--- config.mk ---
export PLATFORM = sky130hd
export DESIGN_NAME = dmf_fifo_top
export DESIGN_NICKNAME = d
export VERILOG_FILES = /design/src/rtl/dmf_pkg.sv /design/src/rtl/dmf_ram.sv /design/src/rtl/dmf_ptrs.sv /design/src/rtl/dmf_outstage.sv /design/src/rtl/dmf_fifo_top.sv
export SDC_FILE = /design/constraint.sdc
export NUM_CORES = 1
export LEC_CHECK = 0
export BUFFER_PORTS_ARGS = -buffer_cell sky130_fd_sc_hd__buf_2
export CORE_MARGIN = 3
export CORE_UTILIZATION = 52
export CTS_CLUSTER_DIAMETER = 120
export DETAILED_ROUTE_END_ITERATION = 10
export PLACE_DENSITY = 0.72
export SETUP_SLACK_MARGIN = 0.05
export SYNTH_ARGS = -nofsm -noshare
export SYNTH_HDL_FRONTEND = slang
export SYNTH_SLANG_ARGS = --single-unit
--- constraint.sdc ---
create_clock -name clk -period 2.7 [get_ports clk]
set_clock_uncertainty 0.05 [all_clocks]
set_input_delay 0.405 -clock clk [delete_from_list [all_inputs] [get_ports clk]]
set_output_delay 0.405 -clock clk [all_outputs]
set_load 0.05 [all_outputs]
--- src/rtl/dmf_pkg.sv ---
// Package: shared mode type for the dual-mode FIFO.
// Assumes: nothing beyond standard SystemVerilog.
package dmf_pkg;
    typedef enum logic {
        MODE_STD  = 1'b0,
        MODE_FWFT = 1'b1
    } dmf_mode_e;
endpackage

--- src/rtl/dmf_ram.sv ---
// Module: dmf_ram
// Storage array with one registered write port and a combinational read port.
// Assumes: the caller never writes a slot that is still waiting to be read.
module dmf_ram #(
    parameter int DATA_W = 8,
    parameter int DEPTH  = 8,
    parameter int AW     = $clog2(DEPTH)
) (
    input  logic              clk,
    input  logic              we,
    input  logic [AW-1:0]     waddr,
    input  logic [DATA_W-1:0] wdata,
    input  logic [AW-1:0]     raddr,
    output logic [DATA_W-1:0] rdata
);
    logic [DATA_W-1:0] mem [DEPTH];

    // Store the incoming word on an accepted write.
    always_ff @(posedge clk) begin
        if (we) mem[waddr] <= wdata;
    end

    // Present the slot at the read pointer.
    assign rdata = mem[raddr];
endmodule

--- src/rtl/dmf_ptrs.sv ---
// Module: dmf_ptrs
// Read/write pointers, word count and registered full/empty of the storage array.
// Assumes: push is never raised when full and pop is never raised when empty.
module dmf_ptrs #(
    parameter int DEPTH = 8,
    parameter int AW    = $clog2(DEPTH),
    parameter int CW    = $clog2(DEPTH + 1)
) (
    input  logic          clk,
    input  logic          rst_n,
    input  logic          push,
    input  logic          pop,
    output logic [AW-1:0] wptr,
    output logic [AW-1:0] rptr,
    output logic          full,
    output logic          mem_empty
);
    logic [CW-1:0] cnt;
    logic [CW-1:0] cnt_nx;

    function automatic logic [AW-1:0] wrap_inc(input logic [AW-1:0] p);
        return (p == AW'(DEPTH - 1)) ? '0 : p + 1'b1;
    endfunction

    // Next occupancy from this cycle's push and pop.
    assign cnt_nx = cnt + CW'(push) - CW'(pop);

    // Advance pointers and register the status of the array.
    always_ff @(posedge clk) begin
        if (!rst_n) begin
            wptr      <= '0;
            rptr      <= '0;
            cnt       <= '0;
            full      <= 1'b0;
            mem_empty <= 1'b1;
        end else begin
            if (push) wptr <= wrap_inc(wptr);
            if (pop)  rptr <= wrap_inc(rptr);
            cnt       <= cnt_nx;
            full      <= (cnt_nx == CW'(DEPTH));
            mem_empty <= (cnt_nx == '0);
        end
    end

    // the count never passes the array depth.
    a_r2_no_overflow: assert property (@(posedge clk) disable iff (!rst_n)
        cnt <= CW'(DEPTH));

    // a full array with no pop stays full whatever is offered.
    a_r6_full_holds: assert property (@(posedge clk) disable iff (!rst_n)
        (full && !pop) |=> full);

    // an empty array with no push stays empty.
    a_r3_empty_holds: assert property (@(posedge clk) disable iff (!rst_n)
        (mem_empty && !push) |=> mem_empty);
endmodule

--- src/rtl/dmf_outstage.sv ---
// Module: dmf_outstage
// Output register and its load policy. Standard mode loads only on a read.
// Fall-through mode keeps the register filled and tracks whether it holds an unread word.
// Assumes: mem_data is the word at the read pointer, valid whenever mem_empty is low.
module dmf_outstage #(
    parameter int DATA_W = 8
) (
    input  logic              clk,
    input  logic              rst_n,
    input  logic              fwft,
    input  logic              rd_en,
    input  logic              mem_empty,
    input  logic [DATA_W-1:0] mem_data,
    output logic              pop,
    output logic [DATA_W-1:0] data_q,
    output logic              head_valid
);
    // Decide when a word leaves the array.
    always_comb begin
        if (fwft) pop = !mem_empty && (!head_valid || rd_en);
        else      pop = rd_en && !mem_empty;
    end

    // Load the output register and track an unread head word.
    always_ff @(posedge clk) begin
        if (!rst_n) begin
            data_q     <= '0;
            head_valid <= 1'b0;
        end else begin
            if (pop) data_q <= mem_data;
            if (fwft) begin
                if (pop)        head_valid <= 1'b1;
                else if (rd_en) head_valid <= 1'b0;
            end
        end
    end

    // an unread head word stays until a read consumes it.
    a_r8_head_waits_for_read: assert property (@(posedge clk) disable iff (!rst_n)
        (fwft && head_valid && !rd_en) |=> head_valid);

    // consuming the last word keeps it on the outputs.
    a_r9_stale_word_held: assert property (@(posedge clk) disable iff (!rst_n)
        (fwft && head_valid && rd_en && mem_empty) |=> (!head_valid && $stable(data_q)));

    // a standard-mode read on an empty array leaves the outputs alone.
    a_r3_empty_read_ignored: assert property (@(posedge clk) disable iff (!rst_n)
        (!fwft && mem_empty && rd_en) |=> $stable(data_q));
endmodule

--- src/rtl/dmf_fifo_top.sv ---
// Module: dmf_fifo_top
// Dual-mode synchronous FIFO: standard read-on-request or first-word fall-through.
// The mode is captured during reset.
// Assumes: one clock domain, synchronous active-low reset, DEPTH >= 2.
module dmf_fifo_top
    import dmf_pkg::*;
#(
    parameter int DATA_W = 8,
    parameter int DEPTH  = 8
) (
    input  logic              clk,
    input  logic              rst_n,
    input  logic              mode_fwft_i,
    input  logic              wr_en_i,
    input  logic [DATA_W-1:0] wr_data_i,
    input  logic              rd_en_i,
    output logic [DATA_W-1:0] rd_data_o,
    output logic              wflag_n_o,
    output logic              rflag_n_o
);
    localparam int AW = $clog2(DEPTH);
    localparam int CW = $clog2(DEPTH + 1);

    dmf_mode_e         mode_q;
    logic              fwft;
    logic              push, pop;
    logic              full, mem_empty, head_valid;
    logic [AW-1:0]     wptr, rptr;
    logic [DATA_W-1:0] mem_data;

    // Capture the mode only while reset is held.
    always_ff @(posedge clk) begin
        if (!rst_n) mode_q <= dmf_mode_e'(mode_fwft_i);
    end

    assign fwft = (mode_q == MODE_FWFT);
    assign push = wr_en_i && !full;

    dmf_ptrs #(.DEPTH(DEPTH), .AW(AW), .CW(CW)) u_ptrs (
        .clk(clk), .rst_n(rst_n), .push(push), .pop(pop),
        .wptr(wptr), .rptr(rptr), .full(full), .mem_empty(mem_empty)
    );

    dmf_ram #(.DATA_W(DATA_W), .DEPTH(DEPTH), .AW(AW)) u_ram (
        .clk(clk), .we(push), .waddr(wptr), .wdata(wr_data_i),
        .raddr(rptr), .rdata(mem_data)
    );

    dmf_outstage #(.DATA_W(DATA_W)) u_out (
        .clk(clk), .rst_n(rst_n), .fwft(fwft), .rd_en(rd_en_i),
        .mem_empty(mem_empty), .mem_data(mem_data), .pop(pop),
        .data_q(rd_data_o), .head_valid(head_valid)
    );

    // Map the registered status onto the mode-dependent flag pins.
    assign wflag_n_o = fwft ? full : !full;
    assign rflag_n_o = fwft ? !head_valid : !mem_empty;

    // a standard-mode write and read together on a full FIFO free one slot.
    a_r5_read_wins_when_full: assert property (@(posedge clk) disable iff (!rst_n)
        (!fwft && full && wr_en_i && rd_en_i) |=> !full);

    // the captured mode does not change outside reset.
    a_r11_mode_fixed: assert property (@(posedge clk) disable iff (!rst_n)
        $stable(mode_q));
endmodule

# Yosys cells after proc, flatten, opt, wreduce, memory -nomap -nowiden
# Memory sizes are Yosys's and may differ from the RTL's. A register that Yosys moved wholly into a read port is not among the register bits.
# Index checks and enable logic that the tools add are counted.
# totals
out_inout_bits,10
memories,1
mem_bits_rw,64
inputBits,13
register_bits,14
elab_cells,35
# op_classes
n_eq_ne,3
addsub,4
muxes,9
n_reduce_logical,11
# mem_list
memory,depth,width,read_ports,rd_ports_with_merged_regs,wr,line,source
u_ram.mem,8,8,1,1,1,dmf_ram.sv:16,logic [DATA_W-1:0] mem [DEPTH];
# op_table
operator,count
1-bit two-way mux,7
"3-bit by 1-bit adder with 3-bit output, second input constant",2
"3-bit == test, second input constant",2
3-bit two-way mux,2
4-bit by 1-bit adder with 4-bit output,1
"4-bit == test, second input constant",1
1-bit logical NOT,4
4-bit logical NOT,1
4-bit by 1-bit subtractor with 4-bit output,1
1-bit logical AND,3
2-bit AND reduction,1
2-bit nonzero test,1
1-bit logical OR,1

# Logic depth before layout (Yosys ltp)
# depth
ltp_word,6
mapped_depth,10
ltp_nobuf,10

# By module
# From an unflattened synthesis, not the netlist that was laid out.
# hier_totals
cells_unflattened,211
hier_area_um2,3549.7
# modules_own_cells
module,area_each_um2,seq_area_each_um2,instances,cells_each
dmf_ram,2531.2,1921.8,1,106
dmf_ptrs,578.1,240.2,1,57
dmf_outstage,381.6,180.2,1,43
dmf_fifo_top,58.8,30.0,1,5

# Worst setup path after synthesis
# OpenSTA, ideal clock, no wires.
# synth_path
path_kind,register to register
startpoint,"register mode_q, in the netlist fwft"
endpoint,register u_ptrs.mem_empty
setup_time_ns,0.101
path_stages_with_launch,10
period_less_slack_ns,2.192
arrival_ns,2.041
required_time_ns,2.549
slack_ns,0.508
n_path_buf,0
cell_sequence,edfxtp_1 nand2b_2 a21oi_4 ha_1 inv_1 ha_1 inv_1 fa_1 inv_1 o41ai_1
# synth_between
elab_chain_len,3
# synth_rtl
element,line,source
"start, declared",dmf_fifo_top.sv:24,dmf_mode_e mode_q;
"start signal, assigned",dmf_fifo_top.sv:33,if (!rst_n) mode_q <= dmf_mode_e'(mode_fwft_i);
1-bit two-way mux,dmf_outstage.sv:20,if (fwft) pop = !mem_empty && (!head_valid || rd_en);
net pop,dmf_fifo_top.sv:26,"logic push, pop;"
4-bit by 1-bit subtractor with 4-bit output,dmf_ptrs.sv:26,assign cnt_nx = cnt + CW'(push) - CW'(pop);
4-bit logical NOT,dmf_ptrs.sv:41,mem_empty <= (cnt_nx == '0);
"end signal, assigned",dmf_ptrs.sv:41,
"end, declared",dmf_ptrs.sv:16,output logic mem_empty
# The timed path passes the listed nets, and every way through them passes these cells.
# A chain may end at the register's enable or synchronous reset.

# Worst setup path in the final report
# Same ends and word-level chain as after synthesis.

==> run summary <==
Total power per unit cell area: 916.4 nW/um^2
H-tree lvl count: 3
Crit path capture type: register
Die X-Extent: 87.33 microns
Post-synthesis sequential area ratio: 68.97%
Hold Fails Final Rpt: 0
Register bit total from synthesis: 86
Syn nets: 248
RSZ-0062 raised after global routing: no
Area grow syn2layout: 13.53%
CTS tree: done
Clk pin slew, worst setup/hold paths: 0.08 ns
Post-layout min period: 2.411 ns
First-pass GRT wire length: 9687 microns
Port bufs: 22
DR iter-0 viols: 120
Clock Latency Late Sink: 0.34 ns
Core area: 6386 sq um
Die Area: 7627 sq um
CP required: 2.88 ns
Worst vdd ir: 0.5441 mV
Routed vias: 1905
Reg2reg start: fwft$_DFFE_PN_
Mapped Cells: 226
Hold Crit Class: input port to register
Post-DP HPWL: 3883 microns
Crit Path Class: register to register
# fillers: 486
Hold-fix buffers, CTS: 0
Largest net degree at the start of global routing: 27
Bufs on Longest Clock Path: 2
Cell Rows: 29
TritonRoute pass-1 iters: 4
Share of layout cells above drive strength 1: 19.55%
Vias in the first global route: 1904
Fin. max-slew vios: 0
Overall routing resource usage: 17.58%
Final antenna-violating net count: 0
Utilization after layout: 61.15%
CTS Buf Count: 9
Post-DR vias/cell: 5.554
Drt drc: 0
Worst-path fanout max: 7
Mapped cell area: 3440 sq um
CP Launch Type: register
Arr. time, crit path: 2.60 ns
Final period utilization: 89.29%
Synth warn: 0
RD Place Congestion: 0.7272
GRT overflow: 0
Status: complete, no violations
Initial antenna violation count: 0
Clk sinks: 86
Number of I/O pins: 23
Root Buffer: clkbuf_8
WL/cell: 17.87 microns
Number of diodes: 0
DRT Wirelength: 6130 microns
Crit path from: fwft$_DFFE_PN_
Post-route setup TNS: 0 ns
F_max: 414.8 MHz
Area taken by multi-input logic gates: 979.7 sq um
Worst relative slew slack: 43.60%
Hold Startpoint: mode_fwft_i
Nets@finish: 283
Die H: 87.33 microns
Syn Area/Cell: 15.22 sq um
Count of cell types in the netlist: 29
Maximum Capacitance Violations: 0
Post-cts resize count: 0
Worst Tran Pin Value: 0.8429 ns
Setup Fix Bufs, Post-CTS: 0
Register area: 2374 sq um
Initial Util: 53.86%
Final setup viols: 0
Static Leakage: 1.407 nW
## metrics by stage
step / setup WS, ns / area [sq um] / hold WS (ns) / total power [W] / instances
after floorplan: 0.5080 / 3440 / 0.4180 / 0.002443 / 226
after global placement: 0.4237 / 3692 / 0.3956 / 0.002644 / 327
after detailed placement: 0.2821 / 3692 / 0.3993 / 0.002671 / 327
after CTS: 0.2688 / 3905 / 0.1723 / 0.003606 / 343
after global routing: 0.09851 / 3905 / 0.1727 / 0.003778 / 343
final: 0.2891 / 3905 / 0.1883 / 0.003579 / 343
## layer usage
layer  track usage [%]  vias to the layer above  wire [microns]
li1                  -                      928               -
met1             23.61                      924            2776
met2             27.74                       44            2970
met3             2.933                        9             287
met4             8.508                        0              95
met5                 0                        -               0
## registers in the layout, summed over array words and instances, names as in the netlist
signal,count
u_out.head_valid,1
u_ptrs.mem_empty,1
u_ptrs.full,1
u_ptrs.rptr,3
fwft,1
u_ptrs.cnt,4
u_ptrs.wptr,3
u_out.data_q,8
u_ram.mem,64
## where the power goes
part	total, W	switching, W	internal, W
clock network	0.000947	0.000432	0.000515
logic	0.000961	0.000578	0.000383
registers	0.00167	0.0000973	0.00157
## cell usage after synthesis, drive strengths merged
| cell | number | share of area [%] |
|---|---|---|
| a21o | 1 | 0.22 |
| and2 | 5 | 0.91 |
| nor3b | 1 | 0.22 |
| a21oi | 7 | 1.3 |
| nor2 | 12 | 1.3 |
| edfxtp | 65 | 57 |
| nand2 | 5 | 0.55 |
| nor3 | 6 | 0.87 |
| a22oi | 16 | 3.5 |
| xnor2 | 4 | 1.0 |
| o41ai | 1 | 0.25 |
| dfxtp | 21 | 12 |
| a32o | 8 | 2.3 |
| nor2b | 3 | 0.55 |
| mux2i | 35 | 10 |
| inv | 10 | 1.1 |
| clkbuf | 2 | 0.22 |
| ha | 8 | 2.9 |
| buf | 7 | 1.4 |
| nand3b | 1 | 0.22 |
| fa | 1 | 0.58 |
| and3 | 1 | 0.18 |
| nand2b | 5 | 0.98 |
| nor4 | 1 | 0.18 |
## placed cells by master (no fill, tap or decap)
cell type / count
clkinv_4: 1
buf_4: 10
a22oi_1: 16
nand2_1: 5
nor2_1: 12
inv_1: 9
a21oi_1: 6
and3_1: 1
nand2b_2: 1
clkbuf_8: 9
buf_12: 1
clkinv_1: 2
clkinv_2: 1
o41ai_1: 1
mux2i_1: 35
nor4_2: 1
bufinv_16: 2
inv_2: 1
edfxtp_1: 65
nor3_1: 6
and2_1: 5
clkinvlp_4: 1
a21oi_4: 1
nor2b_1: 3
a21o_1: 1
a32o_1: 8
fa_1: 1
nand2b_1: 4
dfxtp_1: 20
xnor2_1: 4
ha_1: 8
buf_2: 22
nor3b_1: 1
nand3b_1: 1
dfxtp_2: 1
## worst max-delay path, cell delays in order (launching register included)
cell	delay (ns)
edfxtp_1	0.45
nand2b_2	0.10
a21oi_4	0.25
ha_1	0.27
inv_1	0.06
ha_1	0.16
inv_1	0.06
fa_1	0.50
inv_1	0.06
o41ai_1	0.34
## kinds of logic after synthesis
| logic type | Yosys count | synth area share [%] |
|---|---|---|
| buffers and inverters | 19 | 2.728 |
| AND/OR/NAND/NOR | 40 | 5.966 |
| adder cells (fa/ha/maj) | 9 | 3.492 |
| AO/OA/AOI/OAI | 33 | 7.640 |
| flip-flops | 86 | 68.97 |
| multiplexers | 35 | 10.19 |
| XOR/XNOR | 4 | 1.018 |
## area by class of cell
cell class | instances | area share, %
sequential | 86 | 60.78
multi-input combinational | 121 | 25.09
timing repair buffer | 33 | 5.255
clock buffer | 9 | 3.172
tap | 77 | 2.467
clock inverter | 7 | 2.275
inverter | 10 | 0.9612
## final timing paths
kind / end / slack, ns / cells past startpoint
max: u_ptrs.mem_empty$_SDFF_PN1_ / 0.29 / 9
min: fwft$_DFFE_PN_ / 0.19 / 1
max reg2reg: u_ptrs.mem_empty$_SDFF_PN1_ / 0.29 / 9
min reg2reg: u_out.data_q[2]$_SDFFE_PN0P_ / 0.41 / 1
Power figures use the tool's default switching activity.
